**src/rtl/sertx_pkg.sv**
```systemverilog
package sertx_pkg;
    localparam int BUS_W  = 8;
    localparam int ADDR_W = 2;
    localparam int RXF_W  = 6;
    localparam int CTL_W  = 3;

    localparam logic [ADDR_W-1:0] A_CTRL = 2'd0;
    localparam logic [ADDR_W-1:0] A_STAT = 2'd1;
    localparam logic [ADDR_W-1:0] A_DATA = 2'd2;

    localparam int IE_EMPTY = 0;
    localparam int IE_DONE  = 1;
    localparam int IE_PERR  = 2;

    typedef enum logic [1:0] {
        ST_IDLE  = 2'd0,
        ST_START = 2'd1,
        ST_DATA  = 2'd2,
        ST_STOP  = 2'd3
    } fr_state_e;

    typedef enum logic [1:0] {
        FK_DATA = 2'd0,
        FK_PRE  = 2'd1,
        FK_BRK  = 2'd2
    } fr_kind_e;
endpackage

```
**src/rtl/sertx_fsm.sv**
```systemverilog
module sertx_fsm
    import sertx_pkg::*;
#(
    parameter int OVS = 16
) (
    input  logic             clk,
    input  logic             rst_n,
    input  logic             en,
    input  logic             tick,
    input  logic             have_data,
    input  logic             pend_pre,
    input  logic             pend_brk,
    input  logic [BUS_W-1:0] hold,
    output logic             txd,
    output logic             busy,
    output logic             take_data,
    output logic             take_pre,
    output logic             take_brk
);
    localparam int CNT_W = (OVS > 1) ? $clog2(OVS) : 1;
    localparam logic [CNT_W-1:0] CNT_LAST = CNT_W'(OVS - 1);
    localparam int IDX_W = $clog2(BUS_W);
    localparam logic [IDX_W-1:0] IDX_LAST = IDX_W'(BUS_W - 1);

    fr_state_e        st_q, st_d;
    fr_kind_e         kind_q, kind_d, pick;
    logic [CNT_W-1:0] cnt_q, cnt_d;
    logic [IDX_W-1:0] idx_q, idx_d;
    logic [BUS_W-1:0] shf_q, shf_d, pick_bits;
    logic             bit_end, work, launch;

    // selection of the next frame: break, then preamble, then data
    always_comb begin
        bit_end = tick && (cnt_q == CNT_LAST);
        work    = pend_brk || pend_pre || have_data;
        if (pend_brk) begin
            pick      = FK_BRK;
            pick_bits = '0;
        end else if (pend_pre) begin
            pick      = FK_PRE;
            pick_bits = '1;
        end else begin
            pick      = FK_DATA;
            pick_bits = hold;
        end
        launch    = en && tick && work &&
                    ((st_q == ST_IDLE) || ((st_q == ST_STOP) && bit_end));
        take_data = launch && (pick == FK_DATA);
        take_pre  = launch && (pick == FK_PRE);
        take_brk  = launch && (pick == FK_BRK);
    end

    // next-state logic
    always_comb begin
        st_d   = st_q;
        kind_d = kind_q;
        cnt_d  = cnt_q;
        idx_d  = idx_q;
        shf_d  = shf_q;
        if (!en) begin
            st_d  = ST_IDLE;
            cnt_d = '0;
        end else begin
            unique case (st_q)
                ST_IDLE: begin
                    if (launch) begin
                        st_d   = ST_START;
                        cnt_d  = '0;
                        kind_d = pick;
                        shf_d  = pick_bits;
                    end
                end
                ST_START: begin
                    if (tick) begin
                        if (bit_end) begin
                            st_d  = ST_DATA;
                            cnt_d = '0;
                            idx_d = '0;
                        end else begin
                            cnt_d = cnt_q + 1'b1;
                        end
                    end
                end
                ST_DATA: begin
                    if (tick) begin
                        if (bit_end) begin
                            cnt_d = '0;
                            shf_d = shf_q >> 1;
                            if (idx_q == IDX_LAST) begin
                                st_d = ST_STOP;
                            end else begin
                                idx_d = idx_q + 1'b1;
                            end
                        end else begin
                            cnt_d = cnt_q + 1'b1;
                        end
                    end
                end
                ST_STOP: begin
                    if (tick) begin
                        if (bit_end) begin
                            cnt_d = '0;
                            if (launch) begin
                                st_d   = ST_START;
                                kind_d = pick;
                                shf_d  = pick_bits;
                            end else begin
                                st_d = ST_IDLE;
                            end
                        end else begin
                            cnt_d = cnt_q + 1'b1;
                        end
                    end
                end
                default: st_d = ST_IDLE;
            endcase
        end
    end

    // state register
    always_ff @(posedge clk or negedge rst_n) begin
        if (!rst_n) begin
            st_q   <= ST_IDLE;
            kind_q <= FK_DATA;
            cnt_q  <= '0;
            idx_q  <= '0;
            shf_q  <= '0;
        end else begin
            st_q   <= st_d;
            kind_q <= kind_d;
            cnt_q  <= cnt_d;
            idx_q  <= idx_d;
            shf_q  <= shf_d;
        end
    end

    // outputs
    always_comb begin
        busy = (st_q != ST_IDLE);
        unique case (st_q)
            ST_IDLE:  txd = 1'b1;
            ST_START: txd = (kind_q == FK_PRE);
            ST_DATA:  txd = shf_q[0];
            ST_STOP:  txd = 1'b1;
            default:  txd = 1'b1;
        endcase
    end

    // disable forces the line high and the machine idle
    p_disable_idle_r10: assert property (@(posedge clk) disable iff (!rst_n)
        !en |=> (txd && !busy));
    // a frame only starts on a tick while enabled
    p_launch_on_tick_r7: assert property (@(posedge clk) disable iff (!rst_n)
        $rose(busy) |-> $past(tick && en));
    // break data bits are low
    p_break_low_r6: assert property (@(posedge clk) disable iff (!rst_n)
        (st_q == ST_DATA && kind_q == FK_BRK) |-> !txd);
    // at most one frame kind taken at once
    p_one_take_r12: assert property (@(posedge clk) disable iff (!rst_n)
        $onehot0({take_data, take_pre, take_brk}));
endmodule

```
**src/rtl/sertx_regs.sv**
```systemverilog
module sertx_regs
    import sertx_pkg::*;
(
    input  logic              clk,
    input  logic              rst_n,
    input  logic              rd_en,
    input  logic              wr_en,
    input  logic [ADDR_W-1:0] addr,
    input  logic [BUS_W-1:0]  wdata,
    input  logic              pre_req,
    input  logic              brk_req,
    input  logic [RXF_W-1:0]  rx_flags,
    input  logic              take_data,
    input  logic              take_pre,
    input  logic              take_brk,
    input  logic              busy,
    output logic [BUS_W-1:0]  rdata,
    output logic [BUS_W-1:0]  status,
    output logic              tx_irq,
    output logic              err_irq,
    output logic              have_data,
    output logic [BUS_W-1:0]  hold,
    output logic              pend_pre,
    output logic              pend_brk
);
    logic [CTL_W-1:0] ctrl_q;
    logic             empty_q, armed_q, pre_q, brk_q;
    logic [BUS_W-1:0] hold_q;
    logic             wr_data, wr_ctl, rd_stat, done;

    always_comb begin
        wr_data = wr_en && (addr == A_DATA);
        wr_ctl  = wr_en && (addr == A_CTRL);
        rd_stat = rd_en && (addr == A_STAT);
    end

    always_ff @(posedge clk or negedge rst_n) begin
        if (!rst_n) begin
            ctrl_q  <= '0;
            empty_q <= 1'b1;
            armed_q <= 1'b0;
            hold_q  <= '0;
            pre_q   <= 1'b0;
            brk_q   <= 1'b0;
        end else begin
            if (wr_ctl) ctrl_q <= wdata[CTL_W-1:0];
            if (wr_data && empty_q) hold_q <= wdata;
            if (take_data) begin
                empty_q <= 1'b1;
            end else if (wr_data && armed_q) begin
                empty_q <= 1'b0;
            end
            if (wr_data && armed_q) begin
                armed_q <= 1'b0;
            end else if (rd_stat && empty_q) begin
                armed_q <= 1'b1;
            end
            pre_q <= (pre_q && !take_pre) || pre_req;
            brk_q <= (brk_q && !take_brk) || brk_req;
        end
    end

    always_comb begin
        done      = empty_q && !busy && !pre_q && !brk_q;
        status    = {empty_q, done, rx_flags};
        tx_irq    = (empty_q && ctrl_q[IE_EMPTY]) || (done && ctrl_q[IE_DONE]);
        err_irq   = rx_flags[0] && ctrl_q[IE_PERR];
        have_data = !empty_q;
        hold      = hold_q;
        pend_pre  = pre_q;
        pend_brk  = brk_q;
        if (addr == A_CTRL) begin
            rdata = {{(BUS_W-CTL_W){1'b0}}, ctrl_q};
        end else if (addr == A_STAT) begin
            rdata = status;
        end else begin
            rdata = '0;
        end
    end

    // empty clears only from the armed state
    p_empty_fall_r3: assert property (@(posedge clk) disable iff (!rst_n)
        $fell(empty_q) |-> $past(armed_q));
    // armed implies empty
    p_armed_empty_r3: assert property (@(posedge clk) disable iff (!rst_n)
        armed_q |-> empty_q);
    // empty sets only when the frame machine takes the byte
    p_empty_rise_r2: assert property (@(posedge clk) disable iff (!rst_n)
        $rose(empty_q) |-> $past(take_data));
    // the frame machine takes data only when a byte is queued
    p_take_queued_r2: assert property (@(posedge clk) disable iff (!rst_n)
        take_data |-> !empty_q);
    // done is low while a frame is on the line
    p_done_busy_r4: assert property (@(posedge clk) disable iff (!rst_n)
        busy |-> !status[6]);
endmodule

```
**src/rtl/sertx_core.sv**
```systemverilog
module sertx_core
    import sertx_pkg::*;
#(
    parameter int OVS = 16
) (
    input  logic              clk,
    input  logic              rst_n,
    input  logic              en,
    input  logic              tick,
    input  logic              rd_en,
    input  logic              wr_en,
    input  logic [ADDR_W-1:0] addr,
    input  logic [BUS_W-1:0]  wdata,
    output logic [BUS_W-1:0]  rdata,
    input  logic              pre_req,
    input  logic              brk_req,
    input  logic [RXF_W-1:0]  rx_flags,
    output logic              txd,
    output logic              tx_irq,
    output logic              err_irq,
    output logic [BUS_W-1:0]  status
);
    logic             have_data, pend_pre, pend_brk, busy;
    logic             take_data, take_pre, take_brk;
    logic [BUS_W-1:0] hold;

    sertx_regs u_regs (
        .clk       (clk),
        .rst_n     (rst_n),
        .rd_en     (rd_en),
        .wr_en     (wr_en),
        .addr      (addr),
        .wdata     (wdata),
        .pre_req   (pre_req),
        .brk_req   (brk_req),
        .rx_flags  (rx_flags),
        .take_data (take_data),
        .take_pre  (take_pre),
        .take_brk  (take_brk),
        .busy      (busy),
        .rdata     (rdata),
        .status    (status),
        .tx_irq    (tx_irq),
        .err_irq   (err_irq),
        .have_data (have_data),
        .hold      (hold),
        .pend_pre  (pend_pre),
        .pend_brk  (pend_brk)
    );

    sertx_fsm #(.OVS(OVS)) u_fsm (
        .clk       (clk),
        .rst_n     (rst_n),
        .en        (en),
        .tick      (tick),
        .have_data (have_data),
        .pend_pre  (pend_pre),
        .pend_brk  (pend_brk),
        .hold      (hold),
        .txd       (txd),
        .busy      (busy),
        .take_data (take_data),
        .take_pre  (take_pre),
        .take_brk  (take_brk)
    );
endmodule

```
**config.mk**
```make
export PLATFORM = sky130hd
export DESIGN_NAME = sertx_core
export DESIGN_NICKNAME = d
export VERILOG_FILES = /design/src/rtl/sertx_pkg.sv /design/src/rtl/sertx_fsm.sv /design/src/rtl/sertx_regs.sv /design/src/rtl/sertx_core.sv
export SDC_FILE = /design/constraint.sdc
export NUM_CORES = 1
export LEC_CHECK = 0
export BUFFER_PORTS_ARGS = -buffer_cell sky130_fd_sc_hd__clkbuf_2
export CORE_ASPECT_RATIO = 1.75
export CORE_MARGIN = 2
export CORE_UTILIZATION = 31
export CTS_BUF_LIST = sky130_fd_sc_hd__clkbuf_16
export DETAILED_ROUTE_END_ITERATION = 6
export SETUP_SLACK_MARGIN = 0.05
export SYNTH_ARGS = -nofsm -noshare
export SYNTH_HDL_FRONTEND = slang
export SYNTH_SLANG_ARGS = --single-unit
```
**constraint.sdc**
```tcl
create_clock -name clk -period 2.2 [get_ports clk]
set_clock_uncertainty 0.1 [all_clocks]
set_input_delay 0.11 -clock clk [delete_from_list [all_inputs] [get_ports clk]]
set_output_delay 0.11 -clock clk [all_outputs]
set_load 0.02 [all_outputs]
```
==> results.yml, run 1 <==
logic_synthesis:
  ys_seq_area_share_pct: 43.0
  synth.most_common_cell: "dfrtp_1"
  syn_area_mm2: 0.00198
  synth_edf_count: 0
  yosysWarnings: 0
  ys_ff_latch: 34
  synthCells: 205
  synth_cell_types: 39
  synthTopCellsByCount: "dfrtp_1 (33), a21oi_1 (21), nor2_1 (16)"
  yosys-top-cells-area: "dfrtp_1 (42%), mux2_2 (7.4%), ha_1 (5.7%)"
  synth_flop_cell: "dfrtp_1"
  yosysTopAreaCellShare_pct: 41.6
  syn_avg_cell_area_um2: 9.67
  synth_fp_nets: 238
  yosys.area.top_type: "dfrtp_1"
  ys_async_sr_fraction_pct: 100
clocking:
  clockRootBuffer: "clkbuf_16"
  clock_path_buffers: 2
  post-cts-setup-buffers: 0
  cts_buffers: 5
  clk_latency_ns: 0.27
  cts.sinks: 34
  path_clk_slew_ns: 0.06
  htree_levels: 2
  cts_tree: "done"
floorplan:
  dieArea_mm2: 0.00708
  num_io_pins: 43
  die_x_um: 64.5
  die_y_um: 110
  core-area_mm2: 0.00618
  start_util_pct: 32.1
  num_rows: 38
route:
  viasPerCell: 4.89
  wirelength_um: 4230
  postRouteAntennaNets: 0
  vias: 1637
  dr.pass1.iters: 4
  drt_iter0_markers: 17
  remaining_drc_errors: 0
  post_drt_wl_per_cell_um: 12.6
worst_hold_path:
  hold_class: "input pin to register"
global_routing:
  gr-usage-all-layers_pct: 13.1
  grt_start_max_net_pins: 35
  grt_pass1_wl_um: 7250
  antenna_found_initial: 0
  grt_pass1_vias: 1630
  gr-total-overflow: 0
power:
  p_comb_share_pct: 37.8
  p_int_mw: 1.66
  p_leak_nw: 1.14
  peakVddDrop_uv: 607
  pwr-share-seq_pct: 36.5
  power_density_mw_per_mm2: 1010
  netSwitchingFraction_pct: 34.4
  clkPwrFrac_pct: 25.7
  power_switching_mw: 0.873
critical_path:
  max_stage_delay_ns: 0.42
  cp_slowest_cell: "a2111oi_4"
  path_cells: "inv_1 -> ha_1 -> nor3_1 -> nor2_1 -> a2111oi_4 -> mux2i_1 -> o2bb2ai_1"
  worst-path-buf-inv: 1
  arrival_ns: 2.13
  critPathLaunchType: "register"
  crit_family: "compound AO/OA/AOI/OAI gates"
  end_kind: "register"
  cp_max_fo: 5
  critical_path_required_ns: 2.29
  crit_type: "register to register"
placement:
  dp_hpwl_um: 3170
  postPlaceCellArea_mm2: 0.00224
  place_congestion: 0.765
  numPortBuffers: 42
sta:
  fin_crit_ns: 2.04
  worstMarginPinSlew_ns: 0.858
  min_period_over_period_pct: 92.6
  finalMaxSlewViolations: 0
  rsz0062_at_grt: "false"
  hold_viol_final: 0
  slew_headroom_pct: 42.8
  fmax_ghz: 0.491
  setup_tns_ns: 0
  timing.hold.ws_ns: 0.0279
  setup_viol: 0
layout:
  nets: 287
  utilization_pct: 40.7
  drive_gt1_share_pct: 31.4
  area_growth_pct: 26.8
  antenna_cells: 0
  fin_area_mm2: 0.00251
flow_run:
  cap_violations: 0
run_status:
  outcome: "finished clean"
==> cell families (layout without fill, tap and decap cells) <==
| family | Yosys count | count (layout) | share of synthesized area [%] |
|---|---|---|---|
| AND/OR/NAND/NOR | 68 | 68 | 18.0 |
| flip-flops | 34 | 34 | 43.0 |
| buffers and inverters | 24 | 74 | 6.31 |
| AO/OA/AOI/OAI | 51 | 51 | 16.6 |
| adder cells (fa/ha/maj) | 9 | 9 | 5.68 |
| multiplexers | 19 | 19 | 10.4 |
==> flip-flops by register name (all words and copies together), names as in the netlist, 2 cells and up <==
name and cells:
u_fsm.shf_q 8, u_regs.hold 8, u_fsm.cnt_q 4, u_fsm.idx_q 3, u_regs.ctrl_q 3, u_fsm.kind_q 2, u_fsm.st_q 2
==> routing by layer <==
layer	track usage, %	vias up	routed length, um
met2	24.6	29	2410
li1	-	820	-
met3	1.64	12	63
met1	13.7	776	1610
met4	7.75	0	141
met5	0	-	0
==> per-stage QoR <==
stage / instances / power [mW] / setup WS [ns]
global route: 335 / 2.73 / 0.0514
global placement: 315 / 1.84 / 0.101
floorplan: 205 / 1.61 / 0.167
finish: 335 / 2.54 / 0.164
detailed placement: 315 / 1.86 / 0.0505
CTS: 335 / 2.55 / 0.0444
==> layout by cell type, fill, tap and decap left out, drive strengths merged, types with 3 or more instances in the layout <==
cell / synthesis / final
a21oi: 21 / 21
a31oi: 7 / 7
and2: 6 / 6
buf: 10 / 7
clkbuf: 9 / 47
dfrtp: 33 / 33
dlygate4sd3: 0 / 12
ha: 9 / 9
inv: 5 / 6
mux2: 13 / 13
mux2i: 6 / 6
nand2: 14 / 14
nand2b: 4 / 4
nor2: 16 / 16
nor2b: 3 / 3
nor3: 9 / 9
nor3b: 4 / 4
o21ai: 11 / 11
==> final timing paths <==
path	from	end	slack, ns	depth (start not counted)
min in group asynchronous	rst_n	u_fsm.shf_q[5]	0.38	2
setup reg to reg	u_fsm.st_q[1]	u_fsm.st_q[0]	0.16	7
setup / recovery	u_fsm.st_q[1]	u_fsm.st_q[0]	0.16	7
hold reg to reg	u_fsm.kind_q[0]	u_fsm.kind_q[0]	0.39	2
hold / removal	en	u_fsm.st_q[0]	0.03	2
max in group asynchronous	rst_n	u_fsm.st_q[0]	1.03	2
==> layout make-up <==
type / count / area, um2
fill: 631 / 3670
multi-input combinational: 147 / 1010
sequential: 34 / 853
timing repair buffer: 61 / 390
clock buffer: 5 / 125
tap: 80 / 100
inverter: 5 / 18.8
clock inverter: 3 / 12.5
==> power groups by stage <==
stage               logic [mW]  clock network [mW]  registers, mW
floorplan                0.707                   0          0.899
global placement         0.912                   0          0.927
detailed placement       0.924                   0          0.932
CTS                      0.953               0.672          0.923
global route              1.09               0.698          0.949
finish                   0.959               0.651          0.925
==> what timing repair did <==
item / CTS / global route
hold endpoints to repair: 46 / 0
pin swaps: 0 / 1
resized for setup: 2 / 6
endpoints found under the setup margin: 2 / 17
cloned: 0 / 0
hold buffers: 12 / 0
(Power assumes the default switching activity.)
==> run 2: changes to the inputs <==
--- a/config.mk
+++ b/config.mk
@@ -10,5 +10,6 @@
 export CORE_MARGIN = 2
-export CORE_UTILIZATION = 31
+export CORE_UTILIZATION = 38
 export CTS_BUF_LIST = sky130_fd_sc_hd__clkbuf_16
 export DETAILED_ROUTE_END_ITERATION = 6
+export MAX_ROUTING_LAYER = met4
 export SETUP_SLACK_MARGIN = 0.05
==> constraint.sdc (replaced) <==
create_clock -name clk -period 2.2 [get_ports clk]
set_clock_uncertainty 0.1 [all_clocks]
set_input_delay 0.44 -clock clk [delete_from_list [all_inputs] [get_ports clk]]
set_output_delay 0.44 -clock clk [all_outputs]
set_load 0.02 [all_outputs]
==> run 2 against run 1 <==
Net effect: total power grew 5.2%; final area fell by 2.0%; global-route usage is 4.6 points higher; the flow now finishes with violations (design-rule violations); sequential share of layout area is 0.71 points higher; highest routed layer unchanged; first-iteration DRC count increased to 3.9 times the previous value; sequential cell count stayed put; via count shrank 2.5%; clock power grew 2%; routed wire length up 7.1%; critical path depth is the same; core utilization grew 8.4 points.
==> results.yml, run 2 (synthesized netlist as in run 1, its figures left out) <==
run_status:
  outcome: "finished with violations"
  violations: "design-rule violations"
floorplan:
  die_y_um: 99.6
  num_rows: 34
  num_io_pins: 43
  core-area_mm2: 0.00502
  start_util_pct: 39.5
  dieArea_mm2: 0.00584
  die_x_um: 58.6
sta:
  rsz0062_at_grt: "true"
  slew_headroom_pct: 71.0
  setup_tns_ns: 0
  timing.hold.ws_ns: 0.0869
  worstMarginPinSlew_ns: 0.435
  finalMaxSlewViolations: 0
  setup_ws_ns: 0.0931
  fmax_ghz: 0.475
  min_period_over_period_pct: 95.8
  fin_crit_ns: 2.11
  hold_viol_final: 0
  setup_viol: 0
layout:
  multiInputGateArea_mm2: 0.00105
  area_growth_pct: 24.2
  drive_gt1_share_pct: 35.7
  mostFrequentLayoutCell: "clkbuf_2"
  nets: 281
  fillers: 496
  layout_common_cells: "clkbuf_2 (39), dfrtp_1 (32), a21oi_1 (21)"
  seq_area_um2: 853
  antenna_cells: 0
clocking:
  path_clk_slew_ns: 0.05
  cts.sinks: 34
  clockRootBuffer: "clkbuf_16"
  cts_buffers: 5
  clock_path_buffers: 2
  htree_levels: 2
  clk_latency_ns: 0.28
  cts_tree: "done"
  hold_buffers: 0
critical_path:
  critical_path_required_ns: 2.30
  cp_max_fo: 8
  crit_type: "register to register"
  critPathLaunchType: "register"
  end_kind: "register"
  arrival_ns: 2.21
power:
  p_leak_nw: 1.13
  peakVddDrop_uv: 633
  power_density_mw_per_mm2: 1080
  power_mw: 2.67
global_routing:
  gr-usage-all-layers_pct: 17.7
  grt_pass1_wl_um: 7670
  gr-total-overflow: 0
  antenna_found_initial: 0
  grt_pass1_vias: 1603
  grt_start_max_net_pins: 35
route:
  wirelength_um: 4530
  drt_iter0_markers: 67
  post_drt_wl_per_cell_um: 15.0
  dr.pass1.iters: 6
  viasPerCell: 5.27
  remaining_drc_errors: 1
  vias: 1596
  postRouteAntennaNets: 0
placement:
  pre_cts_ws_ns: 0.0241
  dp_hpwl_um: 3300
  numPortBuffers: 42
  place_congestion: 0.814
flow_run:
  cap_violations: 0
worst_hold_path:
  hold_class: "input pin to asynchronous set/reset pin"
run 2: cell count changes in the layout (fill, tap and decap cells not counted), sizes merged:
cell,previous run,this run
dlygate4sd3,12,0
buf,7,16
clkbuf,47,44
run 2: per-layer routing:
metal,GRT usage [%],vias up,share of wire [%]
li1,-,807,-
met1,19.1,761,39
met2,31.4,20,56
met3,3.51,8,2.7
met4,6.29,0,1.8
met5,-,-,0
run 2: cell type report:
class                   count  share of cell area, %
inverters                   5                  0.965
well taps                  54                   2.74
clock buffers               5                   5.08
repair buffers             55                   13.4
flip-flops and latches     34                   34.7
clock inverters             3                  0.508
multi-input cells         147                   42.7
run 2: metrics by stage:
step | instances | util [%] | area [um2]
2_1_floorplan | 205 | - | 1990
3_3_place_gp | 290 | 44.2 | 2220
3_5_place_dp | 290 | 44.2 | 2220
4_1_cts | 301 | 48.0 | 2410
5_1_grt | 303 | 49.1 | 2460
6_report | 303 | 49.1 | 2460
run 2: repair_timing:
action	CTS	global route
gates resized for setup	8	11
gates cloned	0	0
pin swaps	1	1
setup endpoints to repair	9	13
setup buffers	3	2
run 2: final timing paths:
kind                                      start         endpoint  slack (ns)  cells after the start
worst max register to register    u_fsm.st_q[0]    u_fsm.st_q[0]        0.09                      7
min in group clk                        brk_req  u_regs.pend_brk        0.25                      2
max in group asynchronous                 rst_n   u_regs.empty_q        1.57                      2
worst min-delay path                      rst_n   u_regs.hold[3]        0.09                      2
worst min register to register  u_fsm.kind_q[0]  u_fsm.kind_q[0]        0.38                      2
worst max-delay path              u_fsm.st_q[0]    u_fsm.st_q[0]        0.09                      7
run 2: worst max-delay path: stages, from the launching register on:
cell,delay [ns]
dfrtp_1,0.41
buf_4,0.17
ha_1,0.31
nor3_1,0.18
nor2_1,0.09
a2111oi_4,0.40
mux2i_1,0.24
o2bb2ai_1,0.13
run 2: report_power, final:
group          internal (mW)  switching, mW
Sequential             0.810          0.124
Combinational          0.511          0.559
Clock                  0.409          0.255
Total                   1.73          0.938
==> run 3: changes to the inputs <==
- REMOVE_ABC_BUFFERS: default -> 1
==> run 3 against run 2 <==
Net effect: critical path type is now register to output pin; die area unchanged; sequential power down 0.8%; final cell count up 0.33%; highest routed layer unchanged; the flow still finishes with violations (design-rule violations); combinational power about the same; clock-buffer cell count unchanged; via count up 0.75%.
==> results.yml, run 3 (synthesized netlist as in run 1, its figures left out) <==
critical_path:
  crit_type: "register to output pin"
  arrival_ns: 1.53
  cp_max_fo: 4
  critical_path_required_ns: 1.66
  cp_slowest_cell: "dfrtp_1"
  path_cells: "inv_2 -> ha_4 -> and4bb_4 -> a22o_1 -> clkbuf_2"
  end_kind: "output pin"
  critPathLaunchType: "register"
  max_stage_delay_ns: 0.41
layout:
  stdcell_count: 304
  drive_gt1_share_pct: 36.4
  nets: 282
  layout_common_cells: "clkbuf_2 (41), dfrtp_1 (32), a21oi_1 (21)"
  antenna_cells: 0
  area_growth_pct: 26.1
  utilization_pct: 49.8
  mostFrequentLayoutCell: "clkbuf_2"
sta:
  fmax_ghz: 0.482
  rsz0062_at_grt: "false"
  hold_viol_final: 0
  setup_viol: 0
  worstMarginPinSlew_ns: 0.453
  setup_ws_ns: 0.125
  finalMaxSlewViolations: 0
  slew_headroom_pct: 69.8
  min_period_over_period_pct: 94.3
  fin_crit_ns: 2.07
floorplan:
  num_rows: 34
  core-area_mm2: 0.00502
  num_io_pins: 43
  die_x_um: 58.6
  start_util_pct: 39.5
  die_y_um: 99.6
  dieArea_mm2: 0.00584
global_routing:
  grt_pass1_wl_um: 7410
  antenna_found_initial: 0
  gr-total-overflow: 0
  grt_start_max_net_pins: 35
  gr-usage-all-layers_pct: 16.9
  grt_pass1_vias: 1573
route:
  wl_met2_um: 2360
  viasPerCell: 5.29
  wl_met1_um: 1800
  postRouteAntennaNets: 0
  post_drt_wl_per_cell_um: 14.5
  drt_iter0_markers: 76
  dr.pass1.iters: 6
  top_layer: "met4"
  wl_met3_um: 134
  wirelength_um: 4400
  remaining_drc_errors: 1
  vias: 1608
clocking:
  cts_tree: "done"
  cts.sinks: 34
  path_clk_slew_ns: 0.05
  cts_buffers: 5
  clock_path_buffers: 2
  clk_latency_ns: 0.28
  clockRootBuffer: "clkbuf_16"
  hold_buffers: 0
  htree_levels: 2
power:
  clkPwrFrac_pct: 31.3
  p_int_mw: 1.96
  p_leak_nw: 1.15
  netSwitchingFraction_pct: 32.4
  power_mw: 2.91
  pwr-share-seq_pct: 31.9
  power_density_mw_per_mm2: 1160
  p_comb_share_pct: 36.8
  power_switching_mw: 0.941
  peakVddDrop_uv: 654
placement:
  dp.cells: 288
  dp_hpwl_um: 3110
  place_congestion: 0.794
  numPortBuffers: 42
  pre_cts_ws_ns: 0.0401
flow_run:
  cap_violations: 0
worst_hold_path:
  hold_class: "input pin to asynchronous set/reset pin"
run_status:
  outcome: "finished with violations"
  violations: "design-rule violations"
-- run 3: worst paths after layout --
check                           slack [ns]              end  cells past startpoint      startpoint
worst min register to register        0.39   u_fsm.idx_q[2]                      2  u_fsm.idx_q[2]
min in group clk                      0.24  u_regs.pend_pre                      2         pre_req
max in group asynchronous             1.56   u_regs.empty_q                      2           rst_n
worst min-delay path                  0.09   u_fsm.cnt_q[2]                      2           rst_n
worst max register to register        0.15    u_fsm.st_q[0]                      7   u_fsm.st_q[0]
worst max-delay path                  0.13           tx_irq                      5   u_fsm.st_q[0]
-- run 3: layout make-up --
cell class	instances	area (um2)
clock inverter	3	63.8
sequential	34	853
tap	54	67.6
clock buffer	5	125
inverter	5	21.3
timing repair buffer	56	318
fill	476	2520
multi-input combinational	147	1050
-- run 3: power by group through the flow --
stage / clock (mW) / combinational, mW / sequential, mW
detailed placement: 0 / 0.912 / 0.933
floorplan: 0 / 0.658 / 0.911
global route: 0.947 / 1.19 / 0.948
CTS: 0.924 / 1.01 / 0.929
global placement: 0 / 0.898 / 0.930
finish: 0.909 / 1.07 / 0.926
-- run 3: metrics by stage --
step	area, um2	TNS [ns]	hold slack (ns)
final	2500	0	0.0912
after CTS	2460	0	0.116
after global routing	2500	0	0.150
after detailed placement	2200	0	0.366
after floorplan	1880	-0.149	0.0444
after global placement	2200	0	0.364
-- run 3: worst max-delay path: cells and delay by family (launching register included) --
family                   cells  cell delay (ns)
flip-flops                   1             0.41
buffers and inverters        2             0.29
AND/OR/NAND/NOR              1             0.26
adder cells (fa/ha/maj)      1             0.16
AO/OA/AOI/OAI                1             0.13
-- run 3: metal layers --
| metal | track usage (%) | up-vias |
|---|---|---|
| met2 | 29.0 | 25 |
| met3 | 3.64 | 9 |
| met5 | - | - |
| li1 | - | 808 |
| met4 | 6.29 | 0 |
| met1 | 18.7 | 766 |
-- run 3: repair_timing --
action	4_1_cts	5_1_grt
gates resized for setup	11	6
pin swaps	1	2
endpoints found under the hold margin	0	0
setup buffers	5	3
setup endpoints to repair	9	15
